===== src/rtl/ltx_pkg.sv =====
package ltx_pkg;
  localparam int NFLT = 5;

  // Flag bit positions (fixed: external comparators wire to these)
  localparam int FI_BIAS_HI  = 0;
  localparam int FI_PSET_HI  = 1;
  localparam int FI_PSET_LO  = 2;
  localparam int FI_CATH_GND = 3;
  localparam int FI_EREF_VCC = 4;

  typedef logic [NFLT-1:0] fvec_t;

  // In resistor setpoint mode the extinction reference is strapped high.
  function automatic fvec_t qual_mask(input logic rset_mode);
    fvec_t m;
    m = '1;
    if (rset_mode) m[FI_EREF_VCC] = 1'b0;
    return m;
  endfunction
endpackage


===== src/rtl/ltx_sync.sv =====
module ltx_sync #(
  parameter int            W       = 1,
  parameter logic [W-1:0]  RST_VAL = '0
) (
  input  logic         clk,
  input  logic         rst_n,
  input  logic [W-1:0] d,
  output logic [W-1:0] q
);
  logic [W-1:0] meta;

  for (genvar i = 0; i < W; i++) begin : g_bit
    always_ff @(posedge clk or negedge rst_n) begin
      if (!rst_n) begin
        meta[i] <= RST_VAL[i];
        q[i]    <= RST_VAL[i];
      end else begin
        meta[i] <= d[i];
        q[i]    <= meta[i];
      end
    end
  end
endmodule


===== src/rtl/ltx_init_timer.sv =====
module ltx_init_timer #(
  parameter int INIT_CYC = 2500000
) (
  input  logic clk,
  input  logic rst_n,
  input  logic restart,
  output logic done
);
  localparam int CW = $clog2(INIT_CYC + 1);
  localparam logic [CW-1:0] LAST = CW'(INIT_CYC);

  logic [CW-1:0] cnt;

  always_ff @(posedge clk or negedge rst_n) begin
    if (!rst_n)             cnt <= '0;
    else if (restart)       cnt <= '0;
    else if (cnt != LAST)   cnt <= cnt + 1'b1;
  end

  assign done = (cnt == LAST);
endmodule


===== src/rtl/ltx_clear_detect.sv =====
module ltx_clear_detect #(
  parameter int CLR_CYC = 500
) (
  input  logic clk,
  input  logic rst_n,
  input  logic dis_s,
  output logic clr_ok
);
  localparam int CW = $clog2(CLR_CYC + 1);
  localparam logic [CW-1:0] SAT = CW'(CLR_CYC);

  logic [CW-1:0] hi_cnt;
  logic          dis_q;

  always_ff @(posedge clk or negedge rst_n) begin
    if (!rst_n) begin
      hi_cnt <= '0;
      dis_q  <= 1'b1;
    end else begin
      dis_q <= dis_s;
      if (!dis_s)            hi_cnt <= '0;
      else if (hi_cnt != SAT) hi_cnt <= hi_cnt + 1'b1;
    end
  end

  // falling edge of the synchronised request after a long enough high
  assign clr_ok = dis_q & ~dis_s & (hi_cnt == SAT);
endmodule


===== src/rtl/ltx_fault_latch.sv =====
module ltx_fault_latch
  import ltx_pkg::*;
(
  input  logic  clk,
  input  logic  rst_n,
  input  logic  armed,
  input  fvec_t qual,
  input  logic  clear,
  output logic  fail,
  output fvec_t cause
);
  always_ff @(posedge clk or negedge rst_n) begin
    if (!rst_n) begin
      fail  <= 1'b0;
      cause <= '0;
    end else if (clear) begin
      fail  <= 1'b0;
      cause <= '0;
    end else if (armed && !fail && (|qual)) begin
      fail  <= 1'b1;
      cause <= qual;
    end
  end
endmodule


===== src/rtl/ltx_fault_supervisor.sv =====
module ltx_fault_supervisor
  import ltx_pkg::*;
#(
  parameter int CLK_MHZ = 100,
  parameter int INIT_US = 25000,
  parameter int CLR_US  = 5
) (
  input  logic            clk,
  input  logic            rst_n,
  input  logic            tx_disable_i,
  input  logic            rset_mode_i,
  input  logic            shut_on_fault_i,
  input  logic [NFLT-1:0] fault_flags_i,
  output logic            bias_en_o,
  output logic            mod_en_o,
  output logic            fail_o,
  output logic            init_done_o,
  output logic [NFLT-1:0] fault_cause_o
);
  localparam int INIT_CYC = CLK_MHZ * INIT_US;
  localparam int CLR_CYC  = CLK_MHZ * CLR_US;
  localparam int SW       = NFLT + 3;
  // disable resets asserted, everything else deasserted
  localparam logic [SW-1:0] SYNC_RST = {1'b1, {(SW-1){1'b0}}};

  logic [SW-1:0] raw_in, sync_out;
  logic          dis_s, mode_s, pol_s;
  fvec_t         flg_s, qual;
  logic          clr_ok, clr_req, init_done, fail;
  fvec_t         cause;
  logic          en_q;

  assign raw_in = {tx_disable_i, rset_mode_i, shut_on_fault_i, fault_flags_i};

  ltx_sync #(.W(SW), .RST_VAL(SYNC_RST)) u_sync (
    .clk   (clk),
    .rst_n (rst_n),
    .d     (raw_in),
    .q     (sync_out)
  );

  assign {dis_s, mode_s, pol_s, flg_s} = sync_out;
  assign qual = flg_s & qual_mask(mode_s);

  ltx_clear_detect #(.CLR_CYC(CLR_CYC)) u_clr (
    .clk    (clk),
    .rst_n  (rst_n),
    .dis_s  (dis_s),
    .clr_ok (clr_ok)
  );

  assign clr_req = clr_ok & fail;

  ltx_init_timer #(.INIT_CYC(INIT_CYC)) u_init (
    .clk     (clk),
    .rst_n   (rst_n),
    .restart (clr_req),
    .done    (init_done)
  );

  ltx_fault_latch u_latch (
    .clk   (clk),
    .rst_n (rst_n),
    .armed (init_done),
    .qual  (qual),
    .clear (clr_req),
    .fail  (fail),
    .cause (cause)
  );

  always_ff @(posedge clk or negedge rst_n) begin
    if (!rst_n) en_q <= 1'b0;
    else        en_q <= ~dis_s & ~(fail & pol_s);
  end

  assign bias_en_o     = en_q;
  assign mod_en_o      = en_q;
  assign fail_o        = fail;
  assign init_done_o   = init_done;
  assign fault_cause_o = cause;
endmodule


===== config.mk =====
export PLATFORM = sky130hd
export DESIGN_NAME = ltx_fault_supervisor
export DESIGN_NICKNAME = d
export VERILOG_FILES = /design/src/rtl/ltx_pkg.sv /design/src/rtl/ltx_sync.sv /design/src/rtl/ltx_init_timer.sv /design/src/rtl/ltx_clear_detect.sv /design/src/rtl/ltx_fault_latch.sv /design/src/rtl/ltx_fault_supervisor.sv
export SDC_FILE = /design/constraint.sdc
export NUM_CORES = 1
export LEC_CHECK = 0
export BUFFER_PORTS_ARGS = -buffer_cell sky130_fd_sc_hd__buf_2
export CAP_MARGIN = 25
export CORE_UTILIZATION = 25
export CTS_CLUSTER_SIZE = 25
export DETAILED_ROUTE_END_ITERATION = 10
export PLACE_DENSITY_LB_ADDON = 0.15
export SLEW_MARGIN = 30
export SYNTH_ARGS = -nofsm -noshare
export SYNTH_HDL_FRONTEND = slang
export SYNTH_SLANG_ARGS = --single-unit

===== constraint.sdc =====
create_clock -name clk -period 3.84 [get_ports clk]
set_input_delay 0.576 -clock clk [delete_from_list [all_inputs] [get_ports clk]]
set_output_delay 0.576 -clock clk [all_outputs]
set_load 0.05 [all_outputs]

# ---- Word level (Yosys, flattened, before mapping)
# Index checks and enable logic that the tools add are counted.
# Widths: inputs -> output; s select.
dict set report totals {
  register_bits 55
  out_inout_bits 9
  wordCells 52
}
dict set report classes {
  n_addsub 2
  n_eq_ne 5
  n_mux 9
  bitwise_logic 8
  reduce_logical 6
}
# cell count
set ops {}
lappend ops {{$mux 22} 2}
lappend ops {{$add 22x1->22 const B} 1}
lappend ops {{$eq 22x22->1 const B} 1}
lappend ops {{$ne 22x22->1 const B} 1}
lappend ops {{$mux 9} 2}
lappend ops {{$mux 5} 2}
lappend ops {{$add 9x1->9 const B} 1}
lappend ops {{$eq 9x9->1 const B} 1}
lappend ops {{$ne 9x9->1 const B} 1}
lappend ops {{$and 1x1->1} 5}
lappend ops {{$and 5x5->5} 1}
lappend ops {{$reduce_or 5->1} 1}
lappend ops {{$reduce_bool 2->1} 2}
lappend ops {{$mux 1} 3}
lappend ops {{$logic_and 1x1->1} 2}
lappend ops {{$ne 2x1->1 const B} 1}
lappend ops {{$not 1->1} 2}
lappend ops {{$logic_not 1->1} 1}

# ---- Depth between registers and ports, before layout
# Gate-level depths: netlist (run 1).
dict set report depth {
  ltp_word 6
  ltp_mapped 7
  mapped_depth_nobuf 6
}

# ---- Cells and area by module
# From an unflattened synthesis (run 1), not the netlist that was laid out.
dict set report unflattened {
  hier_cells 226
  area_unflattened_um2 2464.9
}
# mod instances cells_each area_per_inst_um2
set modules_own_cells {}
lappend modules_own_cells {ltx_init_timer 1 127 1166.1}
lappend modules_own_cells {ltx_clear_detect 1 51 519.2}
lappend modules_own_cells {ltx_sync 1 16 402.9}
lappend modules_own_cells {ltx_fault_latch 1 27 324.1}
lappend modules_own_cells {ltx_fault_supervisor 1 5 52.6}

# ---- Worst setup path before layout (run 1)
# OpenSTA, ideal clock, no wires.
dict set report synth_path {
  path_kind {register to output}
  startpoint {register u_init.cnt[16]}
  endpoint {output port init_done_o}
  arrival_ns 1.920
  path_slack_ns 1.344
  stages_incl_launch_ff 4
  path_cell_list {dfrtp_1 or4_1 or2_2 nor2_1}
}
dict set report synth_between {
  elab_chain_cells 1
}
# element line
set synth_lines {}
lappend synth_lines {{start: declaration} ltx_init_timer.sv:12} ;# logic [CW-1:0] cnt;
lappend synth_lines {{start signal: assignment} ltx_init_timer.sv:17} ;# else if (cnt != LAST) cnt <= cnt + 1'b1;
lappend synth_lines {{$eq 22x22->1} ltx_init_timer.sv:20} ;# assign done = (cnt == LAST);
lappend synth_lines {{end: declaration} ltx_fault_supervisor.sv:17} ;# output logic init_done_o,
# No other way between the ends.

# ---- Final worst setup path (run 1)
# Ends and elaborated chain as after synthesis.

==> results of run 1 <==
-- stage by stage --
step	instances	hold WS [ns]	instance area, um2
3_5_place_dp	376	0.335	2690
3_3_place_gp	376	0.333	2690
4_1_cts	384	0.312	2810
6_report	384	0.291	2810
2_1_floorplan	234	0.280	2490
5_1_grt	384	0.336	2810
-- flip-flops by register name, summed over array words and instances, names as in the netlist --
signal         count
bias_en_o          1
u_clr.dis_q        1
u_clr.hi_cnt       9
u_init.cnt        22
u_latch.cause      5
u_latch.fail       1
u_sync.meta        8
u_sync.q           8
-- final timing paths --
path / end / slack [ns] / cells past startpoint
setup / recovery: init_done_o / 1.22 / 4
hold / removal: u_init.cnt[5] / 0.29 / 1
min in group clk: u_sync.q[4] / 0.36 / 0
max in group asynchronous: u_clr.dis_q / 2.69 / 2
hold reg to reg: u_sync.q[4] / 0.36 / 0
setup reg to reg: u_init.cnt[17] / 1.70 / 6
-- logic make-up after synthesis --
kind of cell | after synthesis | synth area share [%]
AND/OR/NAND/NOR | 106 | 24.3
adder cells (fa/ha/maj) | 4 | 2.01
buffers and inverters | 21 | 4.22
AO/OA/AOI/OAI | 27 | 6.34
flip-flops | 55 | 55.5
XOR/XNOR | 16 | 5.63
multiplexers | 5 | 2.01
-- power groups by stage --
stage / Sequential, mW / Combinational [mW] / Clock (mW)
finish: 0.599 / 0.0307 / 0.393
global route: 0.601 / 0.0352 / 0.434
CTS: 0.600 / 0.0320 / 0.411
detailed placement: 0.611 / 0.0319 / 0
global placement: 0.611 / 0.0321 / 0
floorplan: 0.610 / 0.0118 / 0
-- area by class of cell --
type,instances,area share [%]
clock buffer,5,2.45
multi-input combinational,158,35.8
sequential,55,49.2
clock inverter,3,1.69
timing repair buffer,19,3.48
inverter,11,1.47
tap,133,5.93
-- cells in the final DEF (no fill, tap or decap), types with 5 or more instances in the layout --
cell and count:
a21oi_1 10, inv_1 11, buf_2 18, nor2_1 17, mux2i_1 5, clkbuf_8 5
nand2_1 18, xnor2_1 7, dfrtp_1 52, xor2_1 9, o21ai_0 8, nor4_1 6
or3_1 5, nand3_1 14, nand4_1 8, nor3_1 5
-- routing by layer --
| metal | up-vias | part of all wire [%] | global-route usage [%] |
|---|---|---|---|
| met2 | 22 | 45 | 16.1 |
| met3 | 2 | 2.5 | 1.93 |
| met1 | 793 | 52 | 14.7 |
| met4 | 0 | 0.79 | 3.34 |
| li1 | 854 | - | - |
| met5 | - | 0 | 0 |
==> results.yml, run 1 <==
floorplan:
  io_pins: 19
  die_x_um: 102
  die_height_um: 102
  die-area_um2: 10400
  core_um2: 9730
  start_util_pct: 25.6
  fp-row-count: 36
logic_synthesis:
  yosys.area.top_type_share_pct: 52.3
  syn_nets: 248
  netlist_area_um2: 2490
  ys_top_cells_by_count: "dfrtp_1 (52), nand2_1 (18), nor2_1 (17), nand3_1 (14), inv_1 (11)"
  yosysMostFrequentCell: "dfrtp_1"
  syn_inst: 234
  syn-mean-instance-area_um2: 10.6
  synth_flop_cell: "dfrtp_1"
  ys_seq_area_share_pct: 55.5
  synth_seq_cells: 55
  synth_edf_count: 0
  synth_area_leaders: "dfrtp_1 (52%), dfstp_2 (3.2%), xor2_1 (3.2%), nand3_1 (2.8%), nand2_1 (2.7%)"
  synthArstFlopShare_pct: 100
  yosysTopAreaCell: "dfrtp_1"
  yosysWarnings: 0
  synth.distinct_cells: 41
critical_path:
  reg2reg_from: "u_clr.hi_cnt[0]"
  cpMaxStageDelayCell: "or4_1"
  setup.worst_path.class: "flip-flop to output pin"
  end_kind: "output pin"
  critPathTopFamily: "simple AND/OR/NAND/NOR gates"
  critPathArrivalTime_ns: 2.05
  worst_path_largest_cell_delay_ns: 0.58
  worst-path-max-fanout: 6
  startpoint_type: "flip-flop"
  critPathBufInv: 1
  path_cells: "or4_1 > or2_2 > nor2_1 > buf_2"
  crit_required_ns: 3.26
  crit_start: "u_init.cnt[16]"
clock_tree:
  cts_buffer_depth: 2
  cts_resized: 0
  cts_made_buffers: 5
  cts.hold.buffers_added: 0
  cts.clk_slew.worst_paths_ns: 0.10
  htree_num_levels: 2
  clk_latency_ns: 0.31
  clock_sinks: 55
  tritoncts: "built"
  post_cts_buffers: 0
  cts-root-buf: "clkbuf_8"
run:
  cap_violations: 0
route:
  drt_wl_total_um: 4810
  drt_iter0_drc: 67
  drt.antenna.violating_nets: 0
  drc: 0
  num_vias: 1671
  firstDrtPassIters: 4
  post_drt_wl_per_cell_um: 12.5
  routed_via_density: 4.35
power:
  p_seq_share_pct: 58.6
  combPwrFrac_pct: 3.0
  power_switching_mw: 0.223
  power_density_nw_per_um2: 365
  internal_power_mw: 0.800
  power_leakage_nw: 1.22
  fin_total_pwr_mw: 1.02
  sw_frac_of_total_pct: 21.8
  pwr-share-clk_pct: 38.4
  ir_drop_mv: 0.147
layout:
  area_growth_pct: 12.7
  nets: 264
  num_antenna_cells: 0
  fill_cells: 1051
  seq_area_um2: 1380
  multiInputGateArea_um2: 1000
  final_core_util_pct: 28.8
  drive_gt1_share_pct: 15.9
sta:
  hold_violations: 0
  setup_slack_ns: 1.22
  slew_viol_final: 0
  setup_viol: 0
  rsz0062_at_grt: "false"
  worst_pin_slew_ns: 0.882
  setup_tns_ns: 0
  fmax_ghz: 0.381
  max_slew_margin_pct: 41.2
  post-route-min-period_ns: 2.62
  finalCritPeriodShare_pct: 68.3
  fin_skew_ns: 0.0112
placed_design:
  io_buffers: 18
  gp_congestion: 0.729
  post-place-ws_ns: 1.54
  dp_hpwl_um: 3370
global_routing:
  antenna_found_initial: 0
  grt_overflow: 0
  grt_pass1_wl_um: 8410
  grt_usage_pct: 10.4
  grt_max_degree: 30
  grt_pass1_vias: 1719
run_status:
  status: "finished, final reports clean"
min_path:
  worstHoldPathType: "primary input to async pin"
Note: power is estimated with default switching activity, not from simulation.
==> inputs of run 2 (changes only) <==
- ABC_AREA: default -> 1
- clock period: 3.84 -> 2.6 ns (I/O delays scaled with it)
==> results.yml, run 2 <==
critical_path:
  worst-path-max-fanout: 4
  startpoint_type: "flip-flop"
  setup.worst_path.class: "flip-flop to output pin"
  end_kind: "output pin"
  critPathArrivalTime_ns: 1.75
  crit_required_ns: 2.21
floorplan:
  die_height_um: 105
  die_x_um: 105
  core_um2: 10300
  fp-row-count: 37
  io_pins: 19
  start_util_pct: 25.8
  die-area_um2: 11100
layout:
  nets: 364
  drive_gt1_share_pct: 12.0
  multiInputGateArea_um2: 1100
  fill_cells: 1096
  final_cell_area_um2: 3020
  final_common_cell: "nand2_1"
  top_register: "u_init.cnt"
  final_cell_mix: "nand2_1 (69), nor2_1 (63), dfrtp_1 (52), inv_1 (42), nand3_1 (32)"
  top_regs: "u_init.cnt: 22 flops, u_clr.hi_cnt: 9 flops"
  area_growth_pct: 13.4
  num_antenna_cells: 0
  largest_register_ffs: 22
  seq_area_um2: 1380
  final_core_util_pct: 29.2
sta:
  worst_pin_slew_ns: 0.548
  rsz0062_at_grt: "false"
  fmax_ghz: 0.467
  max_slew_margin_pct: 63.5
  setup_tns_ns: 0
  slew_viol_final: 0
  post-route-min-period_ns: 2.14
  fin_skew_ns: 0.0117
  finalCritPeriodShare_pct: 82.4
  hold_violations: 0
  setup_viol: 0
route:
  firstDrtPassIters: 4
  num_vias: 2116
  drt_iter0_drc: 96
  post_drt_wl_per_cell_um: 12.1
  drc: 0
  drt_wl_total_um: 5870
  drt.antenna.violating_nets: 0
  routed_via_density: 4.34
global_routing:
  grt_pass1_vias: 2079
  antenna_found_initial: 0
  grt_pass1_wl_um: 10200
  grt_overflow: 0
  grt_usage_pct: 11.7
  grt_max_degree: 22
power:
  power_density_nw_per_um2: 486
  power_leakage_nw: 1.51
  ir_drop_mv: 0.203
logic_synthesis:
  yosysMostFrequentCell: "nand2_1"
  syn_nets: 340
  netlist_area_um2: 2660
  syn_inst: 326
  yosysTopAreaCell: "dfrtp_1"
  synthArstFlopShare_pct: 100
  synth_seq_cells: 55
  syn-mean-instance-area_um2: 8.16
  synth_edf_count: 0
  synth.distinct_cells: 29
  synth_area_leaders: "dfrtp_1 (49%), nand2_1 (9.7%), nor2_1 (8.9%), nand3_1 (6.0%), inv_1 (5.9%)"
  ys_top_cells_by_count: "nand2_1 (69), nor2_1 (63), dfrtp_1 (52), inv_1 (42), nand3_1 (32)"
  yosys.area.top_type_share_pct: 48.9
  synth_flop_cell: "dfrtp_1"
  yosysWarnings: 0
  ys_seq_area_share_pct: 51.9
clock_tree:
  clock_sinks: 55
  htree_num_levels: 2
  clk_latency_ns: 0.32
  tritoncts: "built"
  post_cts_buffers: 0
  cts_made_buffers: 5
  cts.hold.buffers_added: 0
  cts_buffer_depth: 2
  cts.clk_slew.worst_paths_ns: 0.12
  cts-root-buf: "clkbuf_8"
  cts_resized: 0
run_status:
  status: "finished, final reports clean"
placed_design:
  gp_congestion: 0.831
  io_buffers: 18
  post_dp_cell_area_um2: 2910
  dp_hpwl_um: 4330
run:
  cap_violations: 0
min_path:
  worstHoldPathType: "primary input to async pin"
-- run 2: cell types whose count changed in the layout (fill, tap and decap cells not counted), sizes merged, moves of 7 or more --
cell,previous run,this run
nor2,17,66
nand3,14,34
nand2,19,71
or3,7,0
inv,12,44
-- run 2: metrics by stage --
stage | setup WS, ns | std cells | power (mW) | hold slack [ns]
after floorplan | 0.199 | 326 | 0.920 | 0.0944
after global routing | 0.310 | 487 | 1.54 | 0.0880
final | 0.457 | 487 | 1.47 | 0.0391
after global placement | 0.809 | 479 | 0.953 | 0.332
after CTS | 0.409 | 487 | 1.50 | 0.0754
after detailed placement | 0.779 | 479 | 0.954 | 0.335
-- run 2: final timing paths --
kind                            cells past startpoint  slack [ns]        endpoint       startpoint
worst max-delay path                                7        0.46     init_done_o    u_init.cnt[0]
worst min-delay path                                1        0.04  u_init.cnt[20]            rst_n
worst max register to register                      7        0.89   u_init.cnt[0]  u_clr.hi_cnt[0]
worst min register to register                      0        0.36     u_sync.q[5]   u_sync.meta[5]
max in group asynchronous                           2        1.83     u_clr.dis_q            rst_n
min in group clk                                    1        0.16  u_sync.meta[7]     tx_disable_i
-- run 2: power by group --
part,switching (mW),total (mW),internal [mW]
logic,0.0343,0.0487,0.0145
clock network,0.328,0.532,0.204
registers,0.0103,0.885,0.875
-- run 2: worst max-delay path: stages (launching register included) --
cell and delay [ns]:
dfrtp_1 0.43, inv_1 0.11, ha_1 0.19, nand2_1 0.06, nor2_1 0.08, nand2_1 0.07
nor3b_1 0.21, buf_2 0.30
-- run 2: cells by family (layout without fill, tap and decap cells) --
group	after synthesis	after routing	synth area share (%)
AOI/OAI and AO/OA	21	21	4.14
xor gates and xnor gates	8	8	2.63
adders and majority gates	4	4	1.88
buffers and inverters	46	71	6.91
DFF	55	55	51.9
and+or+nand+nor	192	192	32.5
-- run 2: layout make-up --
class | count | area share [%]
Multi-Input combinational cell | 225 | 36.3
Tap cell | 136 | 5.64
Clock buffer | 5 | 2.28
Sequential cell | 55 | 45.8
Timing Repair Buffer | 20 | 3.49
Clock inverter | 3 | 1.12
Inverter | 43 | 5.35
-- run 2: metal layers --
metal,vias to the layer above,wire [um],global-route usage (%)
li1,1079,-,-
met2,31,2660,18.4
met1,1000,2980,16.9
met5,-,0,0
met4,0,70,2.52
met3,6,161,2.06
